$ cat src/rtl/mop_alu_pkg.sv
package mop_alu_pkg;

  typedef enum logic [2:0] {
    OP_ADD = 3'd0,
    OP_SUB = 3'd1,
    OP_AND = 3'd2,
    OP_OR  = 3'd3,
    OP_XOR = 3'd4
  } alu_op_e;

  // first operand sources
  localparam logic [1:0] SA_CNT  = 2'd0;
  localparam logic [1:0] SA_ONES = 2'd1;
  localparam logic [1:0] SA_MEMP = 2'd2;
  localparam logic [1:0] SA_BAD  = 2'd3;

  // second operand sources
  localparam logic [1:0] SB_GEN  = 2'd0;
  localparam logic [1:0] SB_ONES = 2'd1;
  localparam logic [1:0] SB_MEMI = 2'd2;
  localparam logic [1:0] SB_MEMP = 2'd3;

  function automatic logic op_is_legal(input logic [2:0] op);
    return op <= 3'(OP_XOR);
  endfunction

  function automatic logic op_is_logic(input logic [2:0] op);
    return (op == 3'(OP_AND)) || (op == 3'(OP_OR)) || (op == 3'(OP_XOR));
  endfunction

endpackage

$ cat src/rtl/mop_addr_sel.sv
module mop_addr_sel
  import mop_alu_pkg::*;
#(
  parameter int DW = 32,
  parameter int AW = 16
) (
  input  logic          issue_ok,
  input  logic [1:0]    a_sel,
  input  logic [1:0]    b_sel,
  input  logic [DW-1:0] ptr_a,
  input  logic [AW-1:0] ptr_b,
  input  logic [AW-1:0] imm,
  output logic          ren_a,
  output logic [AW-1:0] addr_a,
  output logic          ren_b,
  output logic [AW-1:0] addr_b
);

  logic b_uses_mem;

  assign b_uses_mem = (b_sel == SB_MEMI) || (b_sel == SB_MEMP);
  assign ren_a      = issue_ok && (a_sel == SA_MEMP);
  assign ren_b      = issue_ok && b_uses_mem;
  assign addr_a     = ptr_a[AW-1:0];
  assign addr_b     = (b_sel == SB_MEMI) ? imm : ptr_b;

endmodule

$ cat src/rtl/mop_src_mux.sv
module mop_src_mux
  import mop_alu_pkg::*;
#(
  parameter int DW  = 32,
  parameter int POS = 0
) (
  input  logic [1:0]    sel,
  input  logic [DW-1:0] reg_val,
  input  logic [DW-1:0] mem_val,
  output logic [DW-1:0] opnd
);

  localparam logic [DW-1:0] ALL_ONES = '1;

  generate
    if (POS == 0) begin : g_first
      always_comb begin
        unique case (sel)
          SA_CNT:  opnd = reg_val;
          SA_ONES: opnd = ALL_ONES;
          SA_MEMP: opnd = mem_val;
          default: opnd = '0;
        endcase
      end
    end else begin : g_second
      always_comb begin
        unique case (sel)
          SB_GEN:  opnd = reg_val;
          SB_ONES: opnd = ALL_ONES;
          default: opnd = mem_val;
        endcase
      end
    end
  endgenerate

endmodule

$ cat src/rtl/mop_alu_core.sv
module mop_alu_core
  import mop_alu_pkg::*;
#(
  parameter int DW = 32
) (
  input  logic [2:0]    op,
  input  logic [DW-1:0] a,
  input  logic [DW-1:0] b,
  output logic [DW-1:0] res,
  output logic          c,
  output logic          z,
  output logic          n,
  output logic          v
);

  localparam int MSB = DW - 1;

  function automatic logic [DW:0] add_ext(input logic [DW-1:0] x,
                                          input logic [DW-1:0] y,
                                          input logic          cin);
    return {1'b0, x} + {1'b0, y} + {{DW{1'b0}}, cin};
  endfunction

  function automatic logic ovf_of(input logic xs, input logic ys,
                                  input logic rs);
    return (xs == ys) && (rs != xs);
  endfunction

  logic [DW:0]   sum_ext;
  logic          is_sub;
  logic [DW-1:0] b_eff;

  assign is_sub  = (op == 3'(OP_SUB));
  assign b_eff   = is_sub ? ~b : b;
  assign sum_ext = add_ext(a, b_eff, is_sub);

  always_comb begin
    c   = 1'b0;
    v   = 1'b0;
    res = '0;
    case (alu_op_e'(op))
      OP_ADD, OP_SUB: begin
        res = sum_ext[DW-1:0];
        c   = sum_ext[DW];
        v   = ovf_of(a[MSB], b_eff[MSB], sum_ext[MSB]);
      end
      OP_AND:  res = a & b;
      OP_OR:   res = a | b;
      OP_XOR:  res = a ^ b;
      default: res = '0;
    endcase
  end

  assign z = (res == '0);
  assign n = res[MSB];

endmodule

$ cat src/rtl/mop_alu_exec.sv
module mop_alu_exec
  import mop_alu_pkg::*;
#(
  parameter int DW   = 32,
  parameter int AW   = 16,
  parameter int NREG = 16,
  localparam int RIW = $clog2(NREG)
) (
  input  logic           clk,
  input  logic           rst_n,
  input  logic           issue_vld,
  input  logic [2:0]     issue_op,
  input  logic [1:0]     src_a_sel,
  input  logic [1:0]     src_b_sel,
  input  logic [RIW-1:0] dst_idx,
  input  logic [DW-1:0]  cnt_a_data,
  input  logic [AW-1:0]  ptr_b_data,
  input  logic [DW-1:0]  gen_b_data,
  input  logic [AW-1:0]  imm_addr,
  output logic           mem_a_ren,
  output logic [AW-1:0]  mem_a_addr,
  output logic           mem_b_ren,
  output logic [AW-1:0]  mem_b_addr,
  input  logic [DW-1:0]  mem_a_rdata,
  input  logic [DW-1:0]  mem_b_rdata,
  output logic           wr_en,
  output logic [RIW-1:0] wr_idx,
  output logic [DW-1:0]  wr_data,
  output logic           flag_c,
  output logic           flag_z,
  output logic           flag_n,
  output logic           flag_v,
  output logic           err
);

  // named issue-side events
  logic issue_bad;
  logic issue_ok;

  assign issue_bad = !op_is_legal(issue_op) || (src_a_sel == SA_BAD);
  assign issue_ok  = issue_vld && !issue_bad;

  mop_addr_sel #(.DW(DW), .AW(AW)) addr_i (
    .issue_ok (issue_ok),
    .a_sel    (src_a_sel),
    .b_sel    (src_b_sel),
    .ptr_a    (cnt_a_data),
    .ptr_b    (ptr_b_data),
    .imm      (imm_addr),
    .ren_a    (mem_a_ren),
    .addr_a   (mem_a_addr),
    .ren_b    (mem_b_ren),
    .addr_b   (mem_b_addr)
  );

  // stage register: aligns register operands with scratchpad return
  logic           vld_q, err_q;
  logic [2:0]     op_q;
  logic [1:0]     a_sel_q, b_sel_q;
  logic [RIW-1:0] dst_q;
  logic [DW-1:0]  a_reg_q, b_reg_q;

  always_ff @(posedge clk) begin
    if (!rst_n) begin
      vld_q <= 1'b0;
      err_q <= 1'b0;
    end else begin
      vld_q <= issue_ok;
      err_q <= issue_vld && issue_bad;
    end
    op_q    <= issue_op;
    a_sel_q <= src_a_sel;
    b_sel_q <= src_b_sel;
    dst_q   <= dst_idx;
    a_reg_q <= cnt_a_data;
    b_reg_q <= gen_b_data;
  end

  logic [DW-1:0] opnd_a, opnd_b;

  mop_src_mux #(.DW(DW), .POS(0)) mux_a_i (
    .sel (a_sel_q), .reg_val (a_reg_q), .mem_val (mem_a_rdata), .opnd (opnd_a)
  );

  mop_src_mux #(.DW(DW), .POS(1)) mux_b_i (
    .sel (b_sel_q), .reg_val (b_reg_q), .mem_val (mem_b_rdata), .opnd (opnd_b)
  );

  logic [DW-1:0] alu_res;
  logic          alu_c, alu_z, alu_n, alu_v;

  mop_alu_core #(.DW(DW)) core_i (
    .op  (op_q),
    .a   (opnd_a),
    .b   (opnd_b),
    .res (alu_res),
    .c   (alu_c),
    .z   (alu_z),
    .n   (alu_n),
    .v   (alu_v)
  );

  assign wr_en   = vld_q;
  assign wr_idx  = dst_q;
  assign wr_data = alu_res;
  assign flag_c  = vld_q & alu_c;
  assign flag_z  = vld_q & alu_z;
  assign flag_n  = vld_q & alu_n;
  assign flag_v  = vld_q & alu_v;
  assign err     = err_q;


  err_wr_excl_chk: assert property (@(posedge clk) disable iff (!rst_n)
    !(err && wr_en));


  wr_follows_issue_chk: assert property (@(posedge clk) disable iff (!rst_n)
    wr_en |-> $past(issue_vld));


  bad_src_err_chk: assert property (@(posedge clk) disable iff (!rst_n)
    (issue_vld && src_a_sel == 2'd3) |=> (err && !wr_en));


  ren_legal_chk: assert property (@(posedge clk) disable iff (!rst_n)
    (mem_a_ren || mem_b_ren) |-> issue_ok);


  idle_quiet_chk: assert property (@(posedge clk) disable iff (!rst_n)
    !issue_vld |=> (!wr_en && !err));


  logic_flags_chk: assert property (@(posedge clk) disable iff (!rst_n)
    (wr_en && op_is_logic(op_q)) |-> (!flag_c && !flag_v));

endmodule

$ cat config.mk
export PLATFORM = sky130hd
export DESIGN_NAME = mop_alu_exec
export DESIGN_NICKNAME = d
export VERILOG_FILES = /design/src/rtl/mop_alu_pkg.sv /design/src/rtl/mop_addr_sel.sv /design/src/rtl/mop_src_mux.sv /design/src/rtl/mop_alu_core.sv /design/src/rtl/mop_alu_exec.sv
export SDC_FILE = /design/constraint.sdc
export NUM_CORES = 1
export LEC_CHECK = 0
export BUFFER_PORTS_ARGS = -buffer_cell sky130_fd_sc_hd__buf_2
export CELL_PAD_IN_SITES_DETAIL_PLACEMENT = 2
export CELL_PAD_IN_SITES_GLOBAL_PLACEMENT = 2
export CORE_ASPECT_RATIO = 1.1
export CORE_MARGIN = 2
export CORE_UTILIZATION = 28
export CTS_CLUSTER_SIZE = 16
export DETAILED_ROUTE_END_ITERATION = 10
export PLACE_DENSITY_LB_ADDON = 0.25
export SKIP_LAST_GASP = 1
export SLEW_MARGIN = 20
export SYNTH_ARGS = -nofsm -noshare
export SYNTH_HDL_FRONTEND = slang
export SYNTH_SLANG_ARGS = --single-unit
$ cat constraint.sdc
create_clock -name clk -period 5.6 [get_ports clk]
set_input_delay 0.28 -clock clk [delete_from_list [all_inputs] [get_ports clk]]
set_output_delay 0.28 -clock clk [all_outputs]
set_load 0.05 [all_outputs]
* Word-level counts from Yosys, hierarchy flattened
Cells that the tools add are included.
** Word-level totals
- Flip-flop bits (word level) :: 77
- Input port bits :: 174
- Output and inout bits :: 76
- Word-level logic and storage cells :: 53
** Operators by class
- Add/subtract/negate cells :: 2
- $lt $le $gt $ge :: 1
- Equal/unequal tests :: 13
- Multiplexer cells :: 7
- Bitwise gates (word level) :: 8
- Reductions and logical operators :: 14
** Operators with widths (number)
- case mux 32 bit (4 select lines) :: 1
- case mux 32 bit (3 select lines) :: 1
- case mux 32 bit (2 select lines) :: 1
- adder 32 x 32 -> 33 bit :: 1
- adder 33 x 1 -> 33 bit :: 1
- AND 32 bit :: 1
- logical NOT 32 bit :: 1
- 2-to-1 mux 32 bit :: 1
- inverter 32 bit :: 1
- OR 32 bit :: 1
- XOR 32 bit :: 1
- 2-to-1 mux 16 bit :: 1
- equality test 2 bit, second input constant :: 5
- equality test 3 x 2 -> 1 bit, second input constant :: 2
- logical AND 1 bit :: 5
- AND 1 bit :: 4
- equality test 2 x 1 -> 1 bit, second input constant :: 2
- logical NOT 2 bit :: 2
- equality test 3 x 1 -> 1 bit, second input constant :: 1
- equality test 3 bit, second input constant :: 1
- less-or-equal comparator 3 bit, second input constant :: 1
- logical NOT 3 bit :: 1
- logical NOT 1 bit :: 2
- logical OR 1 bit :: 2
- other kinds (4) :: 5

* Longest topological paths before layout
- Depth in word-level cells :: 10
- Depth in mapped cells :: 18
- Depth with buffers taken out :: 15

* By module
A second synthesis with hierarchy kept.
** Second synthesis, totals
- Cell total of the unflattened synthesis :: 906
- Area, all modules :: 7546.0 um^2
** Modules (own cells, without submodules)
- mop_alu_core :: instances 1, cells an instance 598, area an instance 4355.4 um^2, sequential area each 0.0 um^2
- mop_alu_exec :: instances 1, cells an instance 87, area an instance 1602.8 um^2, sequential area each 1541.5 um^2
- mop_src_mux (mux_a_i) :: instances 1, cells an instance 77, area an instance 715.7 um^2, sequential area each 0.0 um^2
- mop_src_mux (mux_b_i) :: instances 1, cells an instance 106, area an instance 474.2 um^2, sequential area each 0.0 um^2
- mop_addr_sel :: instances 1, cells an instance 38, area an instance 397.9 um^2, sequential area each 0.0 um^2

* Least setup slack after synthesis
Ideal clock, no wire load.
- Path type :: reg2out
- From :: register op_q[2]
- To :: output port flag_z
- Arrival :: 5222 ps
- Required time :: 5320 ps
- Setup slack :: 98 ps
- Stages on the path, launching flop included :: 17
- Path buffers :: 3
- Cells stage by stage :: dfxtp_1 > buf_6 > or3b_1 > buf_4 > buf_1 > xor2_1 > ha_1 > a21oi_1 > o211ai_1 > a21boi_0 > a211o_1 > nand3_1 > or4_1 > nor4_2 > nand4b_1 > or4_1 > nor2_1
** Between the ends
- Word-level cells in the longest chain between the ends :: 7
- Elaborated cells between the ends (all ways) :: 12
- Classes of those cells :: 2 x add/sub; 4 x eq/ne; 2 x mux; 1 x bitwise; 3 x reduce/logical
** Ends and longest elaborated chain
- start, declared :: line mop_alu_exec.sv:58 : logic [2:0] op_q;
- start signal, assigned :: line mop_alu_exec.sv:71 : op_q <= issue_op;
- equality test 3 x 1 -> 1 bit :: line mop_alu_core.sv:33, mop_alu_core.sv:41
- 2-to-1 mux 32 bit :: line mop_alu_core.sv:34 : assign b_eff = is_sub ? ~b : b;
- adder 32 x 32 -> 33 bit :: line mop_alu_core.sv:21 : return {1'b0, x} + {1'b0, y} + {{DW{1'b0}}, cin};
- adder 33 x 1 -> 33 bit :: line mop_alu_core.sv:21
- case mux 32 bit (4 select lines) (*) :: line mop_alu_core.sv:41 : case (alu_op_e'(op))
- net wr_data[9] :: line mop_alu_exec.sv:28 : output logic [DW-1:0] wr_data,
- logical NOT 32 bit (*) :: line mop_alu_core.sv:54 : assign z = (res == '0);
- AND 1 bit (*) :: line mop_alu_exec.sv:107 : assign flag_z = vld_q & alu_z;
- end, declared :: line mop_alu_exec.sv:30 : output logic flag_z,
The timed path passes the listed nets; every way through them passes the cells marked *.

* Worst setup path in the final report
- From :: register op_q[2]
- To :: output port flag_z
** Between the ends
- Word-level cells in the longest chain between the ends :: 7
- Elaborated cells between the ends (all ways) :: 12
- Classes of those cells :: 2 x add/sub; 4 x eq/ne; 2 x mux; 1 x bitwise; 3 x reduce/logical
** Ends and longest elaborated chain (line)
- equality test 3 x 1 -> 1 bit :: mop_alu_core.sv:33, mop_alu_core.sv:41
- 2-to-1 mux 32 bit :: mop_alu_core.sv:34
- adder 32 x 32 -> 33 bit :: mop_alu_core.sv:21
- adder 33 x 1 -> 33 bit :: mop_alu_core.sv:21
- case mux 32 bit (4 select lines) (*) :: mop_alu_core.sv:41
- logical NOT 32 bit (*) :: mop_alu_core.sv:54
- AND 1 bit (*) :: mop_alu_exec.sv:107
Mark *: on every way between the ends. The rest lies on a longest branch, timed or not.

==> flow_summary.yaml <==
global_route:
  grt_pass1_wl_um: 46100
  grt_pass1_vias: 8306
  grt_remaining_overflow: 0
  antenna_found_initial: 0
  grt_start_max_net_pins: 64
  grt_util_all_layers_pct: 22.3
run:
  drv_cap: 0
synth:
  synth-seq-area-share_pct: 21.9
  synth_area_sq_um: 7050
  ys.warnings.count: 0
  synth_edf_count: 0
  ys_seq_elements: 77
  ys.flop_type: "dfxtp_1"
  synth_fp_nets: 1186
  yosys-top-cells-area: "dfxtp_1, ha_1, a21oi_1"
  syn_inst: 916
  synth_largest_area_cell: "dfxtp_1"
  yosysTopAreaCellShare_pct: 21.9
  yosysUniqueCellTypes: 73
  syn-mean-instance-area_sq_um: 7.70
  async_flop_share_pct: 0
placed_design:
  placed_cells: 1442
  hpwl_um: 24100
  portBuffers: 249
  place_congestion: 0.875
routing:
  vias_per_cell: 5.22
  drt-initial-drc-count: 245
  dr.pass1.iters: 4
  routedWlPerCell_um: 20.1
  antenna_left: 0
  vias: 7621
  drc: 0
  wirelength_um: 29400
timing:
  worst_pin_slew_ns: 0.780
  setup_viol: 0
  hold_viol_final: 0
  relSlewSlack_pct: 47.6
  finalSetupTns_ns: 0
  slew_viol_final: 0
  max_freq_mhz: 187
  finalCriticalPeriod_ns: 5.34
  post-route-period-util_pct: 95.3
floorplanning:
  coreArea_sq_um: 24600
  initial_utilization_pct: 28.6
  pin_count: 250
  die_width_um: 155
  die_h_um: 170
  rows: 60
  dieArea_sq_um: 26500
critical_path:
  cp-end-kind: "output pin"
  required_ns: 5.32
  worstSetupStartpoint: "op_q[2]"
  critPathKind: "flop to output pin"
  worst_ep_arrival_time_ns: 5.06
  startpoint_type: "flop"
  worst-path-max-fanout: 12
  endpoint: "flag_z"
clocking:
  h-tree-depth: 3
  cts-root-buf: "clkbuf_16"
  hold_buffers: 0
  clockBufferDepth: 2
  cts.sinks: 77
  cts.clk_slew.worst_paths_ns: 0.07
  cts_buffers: 9
  cts_tree: "built"
finish:
  num_antenna_cells: 0
  fin_cells: 1461
  final_nets: 1417
  areaGrowthSynthToFinish_pct: 28.9
  final_common_cell: "buf_2"
  mostFrequentLayoutCells: "buf_2, nor2_1, ha_1, inv_1, a21oi_1"
  drive_above_1_share_pct: 30.9
run_status:
  status: "complete, no violations"
pwr:
  power.density_nw_per_um2: 271
  finalPower_mw: 2.46
  vdd_drop_max_uv: 141
  leakagePower_nw: 4.43
worst_hold_path:
  hold_path.class: "primary input to flop"
worst min path at each step:
| stage | startpoint | endpoint | depth (start not counted) |
|---|---|---|---|
| after global routing | cnt_a_data[20] | a_reg_q[20] | 1 |
| after global placement | dst_idx[1] | wr_idx[1] | 1 |
| after CTS | dst_idx[0] | wr_idx[0] | 1 |
| final | gen_b_data[26] | b_reg_q[26] | 1 |
| after detailed placement | dst_idx[0] | wr_idx[0] | 1 |
| after floorplan | cnt_a_data[0] | a_reg_q[0] | 0 |
report_power, final:
part           internal, mW  switching (mW)  total [mW]  leakage [nW]
clock network         0.435           0.277       0.712         0.165
logic                 0.394           0.766        1.16          3.61
registers             0.577          0.0139       0.591         0.649
total                  1.41            1.06        2.46          4.43
stage by stage:
stage          util (%)  hold WS [ns]  area (sq um)  setup WS, ns
6_report           36.9        0.0185          9090         0.263
3_5_place_dp       35.0         0.384          8620         0.302
4_1_cts            36.4       0.00769          8970       0.00832
2_1_floorplan         -         0.308          7050        0.0983
3_3_place_gp       35.0         0.382          8620         0.324
5_1_grt            36.9       0.00515          9090      -0.00466
synthesized netlist by cell type, types with 15 or more instances:
master / number
nand2_1: 55
o22ai_1: 34
nor2_1: 101
mux2_2: 16
xor2_1: 35
o21ai_0: 41
a21oi_1: 81
clkbuf_1: 38
inv_1: 83
a211oi_1: 25
dfxtp_1: 77
a21o_1: 15
ha_1: 95
buf_4: 19
flip-flops by register name, indices dropped and copies added, names as in the netlist:
register and flops:
b_reg_q 32, a_reg_q 32, wr_en 1, b_sel_q 2, wr_idx 4, a_sel_q 2
err 1, op_q 3
critical path, stage by stage (launching register included):
cell	delay, ns
dfxtp_1	0.41
or3b_4	0.52
buf_12	0.19
xor2_1	0.16
ha_1	0.43
nand2_1	0.10
o31ai_2	0.28
o211ai_1	0.24
buf_4	0.20
a21boi_1	0.31
mux2i_1	0.24
o21ai_0	0.17
nor4bb_1	0.36
nand4b_1	0.18
or4_1	0.48
nor2_1	0.18
clkbuf_4	0.26
cells by family (layout without fill, tap and decap cells):
group                      after synthesis  in the layout  synth area share, %
and+or+nand+nor                        255            255                 17.6
DFF                                     77             77                 21.9
adders and majority gates               96             96                 17.1
xor gates and xnor gates                44             44                 5.47
AOI/OAI and AO/OA                      269            269                 24.9
buffers and inverters                  149            384                 9.11
muxes                                   26             26                 3.98
final cells by class:
type	instances	area [sq um]
fill	2949	15500
sequential	77	1550
multi-input combinational	690	4960
clock inverter	6	113
clock buffer	9	225
timing repair buffer	286	1540
tap	310	388
inverter	83	312
repair_timing:
item                       CTS  global route
resized for setup            2            23
buffers inserted             0             4
pin swaps                    0             2
setup endpoints to repair    1             1
per-layer routing:
layer / vias up / GRT usage, % / share of wire (%)
met4: 0 / 4.47 / 1.2
met5: - / 0 / 0
met2: 174 / 42.6 / 53
li1: 3681 / - / -
met1: 3751 / 26.4 / 42
met3: 15 / 3.26 / 3.8
(Power assumes the default switching activity.)
